**config.mk**
```make
export PLATFORM = sky130hd
export DESIGN_NAME = brkflag_ctrl
export DESIGN_NICKNAME = d
export VERILOG_FILES = /design/src/rtl/brkflag_pkg.sv /design/src/rtl/brkflag_gate.sv /design/src/rtl/brkflag_cell.sv /design/src/rtl/brkflag_ctrl.sv
export SDC_FILE = /design/constraint.sdc
export NUM_CORES = 1
export LEC_CHECK = 0
export BUFFER_PORTS_ARGS = -buffer_cell sky130_fd_sc_hd__buf_4
export CAP_MARGIN = 20
export CELL_PAD_IN_SITES_DETAIL_PLACEMENT = 0
export CELL_PAD_IN_SITES_GLOBAL_PLACEMENT = 1
export CORE_AREA = 3 3 42 44
export DETAILED_ROUTE_END_ITERATION = 12
export DIE_AREA = 0 0 45 47
export HOLD_SLACK_MARGIN = 0.08
export PLACE_DENSITY_LB_ADDON = 0.1
export SETUP_SLACK_MARGIN = 0.4
export SLEW_MARGIN = 5
export SYNTH_ARGS = -nofsm -noshare
export SYNTH_HDL_FRONTEND = slang
export SYNTH_HIERARCHICAL = 1
export SYNTH_SLANG_ARGS = --single-unit
export TNS_END_PERCENT = 1
```
**constraint.sdc**
```tcl
create_clock -name clk -period 1.6 [get_ports clk]
set_clock_uncertainty 0.05 [all_clocks]
set_input_delay 0.08 -clock clk [delete_from_list [all_inputs] [get_ports clk]]
set_output_delay 0.08 -clock clk [all_outputs]
set_load 0.05 [all_outputs]
```
**src/rtl/brkflag_pkg.sv**
```systemverilog
package brkflag_pkg;

   // Bus access after the break gate has qualified it.
   typedef struct packed {
      logic rd;
      logic wr;
   } bus_req_t;

   localparam int unsigned MAX_FLAGS = 32;

endpackage

```
**src/rtl/brkflag_gate.sv**
```systemverilog
module brkflag_gate
   import brkflag_pkg::*;
(
   input  logic     clk,
   input  logic     rst_n,
   input  logic     cfg_we,
   input  logic     cfg_din,
   input  logic     brk_active,
   input  logic     rd_stb,
   input  logic     wr_stb,
   output logic     en_q,
   output bus_req_t req_ok
);

   logic access_ok;

   always_ff @(posedge clk or negedge rst_n) begin
      if (!rst_n)      en_q <= 1'b0;
      else if (cfg_we) en_q <= cfg_din;
   end

   assign access_ok  = !brk_active || en_q;
   assign req_ok.rd  = rd_stb && access_ok;
   assign req_ok.wr  = wr_stb && access_ok;

   // configuration strobe loads the enable register
   a_r9_en_load: assert property (@(posedge clk) disable iff (!rst_n)
      cfg_we |=> (en_q == $past(cfg_din)));

   // a locked break suppresses every qualified strobe
   a_r7_gate_closed: assert property (@(posedge clk) disable iff (!rst_n)
      (brk_active && !en_q) |-> (!req_ok.rd && !req_ok.wr));

endmodule

```
**src/rtl/brkflag_cell.sv**
```systemverilog
module brkflag_cell #(
   parameter bit CANCEL_ON_SET = 1'b1
) (
   input  logic clk,
   input  logic rst_n,
   input  logic set_i,
   input  logic rd_ok,
   input  logic wr_ok,
   input  logic wbit,
   output logic flag_o
);

   logic armed;
   logic keep_arm;

   generate
      if (CANCEL_ON_SET) begin : g_cancel
         assign keep_arm = 1'b0;
      end else begin : g_keep
         assign keep_arm = armed;
      end
   endgenerate

   always_ff @(posedge clk or negedge rst_n) begin
      if (!rst_n) begin
         flag_o <= 1'b0;
         armed  <= 1'b0;
      end else if (set_i) begin
         flag_o <= 1'b1;
         armed  <= keep_arm;
      end else if (wr_ok && armed && !wbit) begin
         flag_o <= 1'b0;
         armed  <= 1'b0;
      end else if (rd_ok && flag_o) begin
         armed  <= 1'b1;
      end
   end

   // set wins over any clear in the same cycle
   a_r5_set_wins: assert property (@(posedge clk) disable iff (!rst_n)
      set_i |=> flag_o);

   // a flag only falls after a write of 0 was accepted
   a_r4_fall_needs_write: assert property (@(posedge clk) disable iff (!rst_n)
      $fell(flag_o) |-> $past(wr_ok && !wbit));

   // a flag only falls if it had been armed
   a_r3_fall_needs_arm: assert property (@(posedge clk) disable iff (!rst_n)
      $fell(flag_o) |-> $past(armed));

endmodule

```
**src/rtl/brkflag_ctrl.sv**
```systemverilog
module brkflag_ctrl
   import brkflag_pkg::*;
#(
   parameter int unsigned NUM_FLAGS     = 4,
   parameter bit          CANCEL_ON_SET = 1'b1
) (
   input  logic                 clk,
   input  logic                 rst_n,
   input  logic [NUM_FLAGS-1:0] set_pulse,
   input  logic                 rd_stb,
   input  logic                 wr_stb,
   input  logic [NUM_FLAGS-1:0] wr_data,
   input  logic                 brk_active,
   input  logic                 cfg_we,
   input  logic                 cfg_din,
   output logic                 clr_en_q,
   output logic [NUM_FLAGS-1:0] flags
);

   localparam int unsigned LAST = NUM_FLAGS - 1;

   generate
      if (NUM_FLAGS < 1 || NUM_FLAGS > MAX_FLAGS) begin : g_bad_width
         $error("brkflag_ctrl: NUM_FLAGS out of range");
      end
   endgenerate

   bus_req_t req_ok;

   brkflag_gate u_gate (
      .clk        (clk),
      .rst_n      (rst_n),
      .cfg_we     (cfg_we),
      .cfg_din    (cfg_din),
      .brk_active (brk_active),
      .rd_stb     (rd_stb),
      .wr_stb     (wr_stb),
      .en_q       (clr_en_q),
      .req_ok     (req_ok)
   );

   generate
      for (genvar i = 0; i <= LAST; i++) begin : g_cell
         brkflag_cell #(.CANCEL_ON_SET(CANCEL_ON_SET)) u_cell (
            .clk    (clk),
            .rst_n  (rst_n),
            .set_i  (set_pulse[i]),
            .rd_ok  (req_ok.rd),
            .wr_ok  (req_ok.wr),
            .wbit   (wr_data[i]),
            .flag_o (flags[i])
         );
      end
   endgenerate

   // locked break with no set pulse keeps every flag stable
   a_r7_locked_hold: assert property (@(posedge clk) disable iff (!rst_n)
      (brk_active && !clr_en_q && set_pulse == '0) |=> $stable(flags));

   // a set pulse raises its flag on the next cycle
   a_r2_set_rises: assert property (@(posedge clk) disable iff (!rst_n)
      (set_pulse[0]) |=> flags[0]);

endmodule

```
Yosys cells after proc, flatten, opt, wreduce, memory -nomap -nowiden
Cells that the tools add are included.

storage, ports and cells
  input bits = 15
  bits in writable memories = 0
  memories kept = 0
  ROM bits = 0
  output and inout bits = 5
  latch bits = 0
  register bits after elaboration = 9
  logic and storage cells = 57

operators by class
  shifts and indexed selects = 0
  divide/modulo/power cells = 0
  add/subtract/negate cells = 0
  mux-type cells = 20
  bitwise gates (word level) = 0
  magnitude comparators = 0
  multiply operators = 0
  equality and inequality tests = 0
  reductions and logical operators = 28

operators with widths
  cell                count
  1-bit 2-to-1 mux    20
  1-bit logical AND   14
  3-bit nonzero test  4
  2-bit nonzero test  4
  1-bit zero test     5
  1-bit logical OR    1

Longest topological paths before layout
  word-level depth = 7
  depth in mapped cells = 4
  mapped depth without buffers = 4

By module
Netlist, hierarchy kept.

modules (own cells, without submodules)
  module        cells an instance  area each (um2)  times used  seq. area each (um2)
  brkflag_cell  9                  91.3             4           50.0
  brkflag_gate  5                  58.8             1           25.0

Worst setup path before layout
No wires, ideal clock.

  path type = register to register
  start = register u_gate.en_q
  end = register g_cell[0].u_cell.armed
  period minus slack after synthesis = 1.589 ns
  required time = 1.428 ns
  setup time = 0.122 ns
  data arrival time = 1.417 ns
  slack = 0.011 ns
  stages on the path, launching flop included = 5
  path buffers = 0
  cell sequence = dfrtp_1 > nand2b_1 > and2_1 > or2b_1 > a32o_1

RTL lines
  item                    line                text
  start, declared         brkflag_gate.sv:11  output logic en_q,
  start signal, assigned  brkflag_gate.sv:19  else if (cfg_we) en_q <= cfg_din;
  end signal, assigned    brkflag_cell.sv:30  armed <= keep_arm;
  end, declared           brkflag_cell.sv:13  logic armed;

==> run summary <==
Highest cell delay on the worst timing path: 0.35 ns
Initial antenna violation count: 0
Share of flip-flops with an asynchronous set or reset: 100%
R2r setup slk: 0.39 ns
Cell taking the most area after synthesis: sky130_fd_sc_hd__dfrtp_1
Type of the worst setup path: flop to flop
Total wire length after detailed routing: 1.10 mm
Most common cell in the netlist: sky130_fd_sc_hd__dfrtp_1
Largest fanout on the critical path: 7
Count of pins on the block boundary: 20
Dominant cells by area after synthesis: sky130_fd_sc_hd__dfrtp_1 53%, sky130_fd_sc_hd__a32o_1 9.4%, sky130_fd_sc_hd__nor2_1 7.1%
Largest voltage drop on the vdd net: 0.000408 V
Shortest period the worst path allows: 1.21 ns
Chip Width: 45 um
Starting Density: 28.8%
Cells after Synth: 41
Pin slew with the least headroom to its limit: 0.192 ns
Data required, critical path: 1.71 ns
Avg Cell Area, Syn: 10.3 um2
CTS clock-pin slew for the worst setup and hold paths: 0.07 ns
Synth Register Bits: 9
Global-route wire length before repair: 1.82 mm
Unrepaired setup endpoints after global routing: true
Number of diodes added for antenna fixing: 0
Status: complete, no violations
Number of warnings printed during yosys synthesis: 6
Register area share after synthesis: 53.1%
Distinct cells, synth: 10
Root buffer cell: sky130_fd_sc_hd__clkbuf_4
Total placed instance area: 591 um2
Post-route total power: 0.000589 W
CP max stage cell: sky130_fd_sc_hd__dfrtp_2
Clock sinks: 9
Post-detailed-route wirelength per cell: 11.7 um
Commonest cells post-synth: 9 x sky130_fd_sc_hd__dfrtp_1, 8 x sky130_fd_sc_hd__nor2_1
Static power due to leakage: 0.360 nW
Predominant post-synthesis flop cell: sky130_fd_sc_hd__dfrtp_1
Vias in the first global route: 394
Area of the mapped netlist: 424 um2
Power per cell area: 777 nW/um2
Clock latency at the later pin of the worst-skew pair: 0.26 ns
Core Rows: 14
Rel. slew slack: 87.2%
Setup Viol. Count Final: 0
CORE AREA: 1470 um2
Residual antenna-violating net count after detailed routing: 0
Series of cell instances along the critical path: nand2b_4 > and2_4 > or2b_1 > a32o_1
CTS buffer count: 3
Critical path launch point type: flop
Final number of hold-violating endpoints: 0
Final-report max-slew violation count: 0
Area of the die: 2120 um2
Maximum capacitance violations: 0
Maximum number of pins on one net before global-route repair: 10
Classification of the worst-slack hold path: input port to flop
1st-pass router iterations: 4
Overall track demand over capacity in global routing: 12.8%
Total number of nets in the final design: 94
Arrival time worst endpoint: 1.32 ns
Vias per cell: 4.49
Final period utilization: 75.6%
Clock Path Buffers: 2
Critical Path End Type: flop
Number of H-tree branching levels: 1
Die span in y: 47 um
Syn-to-layout area delta: 78.8%
Setup total negative slack: 0 ns
Post-Synthesis Net Count: 56
Final weighted congestion in routability-driven placement: 0.697
Area share of the largest cell type after synthesis: 53.1%
DRT iter0 DRCs: 1
CTS tree: built
Final cell area excluding filler cells: 758 um2
Maximum clock frequency: 826 MHz
I/O Buffers: 19
Hold slack: 0.108 ns
Final HPWL DP: 682 um
Number of enable-type register cells in the synthesized netlist: 0
Via total after detailed routing: 422
# DRC: 0
Total congestion overflow: 0
Fraction of final layout cells with drive strength greater than 1: 38.5%
## final timing paths
path	from	to	depth (start not counted)
worst min register to register	g_cell[1].u_cell/flag_o$_DFFE_PN0P_	g_cell[1].u_cell/flag_o$_DFFE_PN0P_	2
worst max-delay path	u_gate/en_q$_DFFE_PN0P_	g_cell[0].u_cell/armed$_DFFE_PN0P_	4
min in group asynchronous	rst_n	g_cell[2].u_cell/flag_o$_DFFE_PN0P_	2
worst max register to register	u_gate/en_q$_DFFE_PN0P_	g_cell[0].u_cell/armed$_DFFE_PN0P_	4
max in group asynchronous	rst_n	u_gate/en_q$_DFFE_PN0P_	2
worst min-delay path	wr_stb	g_cell[2].u_cell/flag_o$_DFFE_PN0P_	3
## critical path: cells and delay by family (launching register included)
| family | cells | cell delay [ns] |
|---|---|---|
| AOI/OAI and AO/OA | 1 | 0.20 |
| DFF | 1 | 0.35 |
| and+or+nand+nor | 3 | 0.50 |
## state kept, by name, summed over array words and instances (netlist names)
name                  flops
u_gate/en_q               1
g_cell.u_cell/armed       4
g_cell.u_cell/flag_o      4
## through the flow
stage / setup WS (ns) / instances / util [%]
final: 0.390 / 94 / 51.5
after global routing: 0.341 / 94 / 51.5
after CTS: 0.390 / 94 / 51.5
after detailed placement: 0.345 / 76 / 40.1
after global placement: 0.354 / 76 / 40.1
after floorplan: 0.197 / 41 / -
## area by class of cell
type                       instances  area [um2]
fill                             145         713
timing repair buffer              33         275
sequential                         9         226
multi-input combinational         28         194
clock buffer                       3        22.5
tap                               16        20.0
inverter                           4        15.0
clock inverter                     1        5.00
## power by group
part	internal [W]	total (W)	switching, W
clock network	0.0000922	0.000177	0.0000851
logic	0.0000883	0.000156	0.0000681
registers	0.000246	0.000255	0.00000945
total	0.000427	0.000589	0.000163
## placed cells by master, fill, tap and decap left out
| cell | netlist | final |
|---|---|---|
| sky130_fd_sc_hd__buf_4 | 0 | 22 |
| sky130_fd_sc_hd__dlygate4sd3_1 | 0 | 11 |
| sky130_fd_sc_hd__nor2_1 | 8 | 8 |
| sky130_fd_sc_hd__dfrtp_1 | 9 | 8 |
| sky130_fd_sc_hd__nor2b_1 | 4 | 4 |
| sky130_fd_sc_hd__or2b_1 | 4 | 4 |
| sky130_fd_sc_hd__a32o_1 | 4 | 4 |
| sky130_fd_sc_hd__inv_1 | 4 | 4 |
| sky130_fd_sc_hd__a31oi_1 | 4 | 4 |
| sky130_fd_sc_hd__clkbuf_4 | 0 | 3 |
| sky130_fd_sc_hd__clkinv_2 | 0 | 1 |
| sky130_fd_sc_hd__nand2b_4 | 0 | 1 |
| sky130_fd_sc_hd__and2_4 | 0 | 1 |
| sky130_fd_sc_hd__mux2_4 | 1 | 1 |
| sky130_fd_sc_hd__and2_1 | 2 | 1 |
| sky130_fd_sc_hd__dfrtp_2 | 0 | 1 |
## logic make-up (layout without fill, tap and decap cells)
family / after synthesis / count (layout) / synth area share (%)
and+or+nand+nor: 19 / 19 / 24.5
DFF: 9 / 9 / 53.1
AOI/OAI and AO/OA: 8 / 8 / 15.3
buffers and inverters: 4 / 41 / 3.54
muxes: 1 / 1 / 3.54
## metal layers
layer | wire (um) | share of wire, % | global-route usage [%] | vias to the layer above
met2 | 547 | 50 | 19.2 | 11
met4 | 8 | 0.73 | 7.02 | 0
li1 | - | - | - | 217
met1 | 477 | 43 | 15.5 | 192
met3 | 66 | 6.0 | 5.75 | 2
met5 | 0 | 0 | 0 | -
## timing repair
action	4_1_cts	5_1_grt
endpoints found under the hold margin	18	0
hold buffers	11	0
endpoints found under the setup margin	4	4
buffers inserted	3	0
pin swaps	5	0
resized for setup	1	0
(Power assumes the default switching activity.)
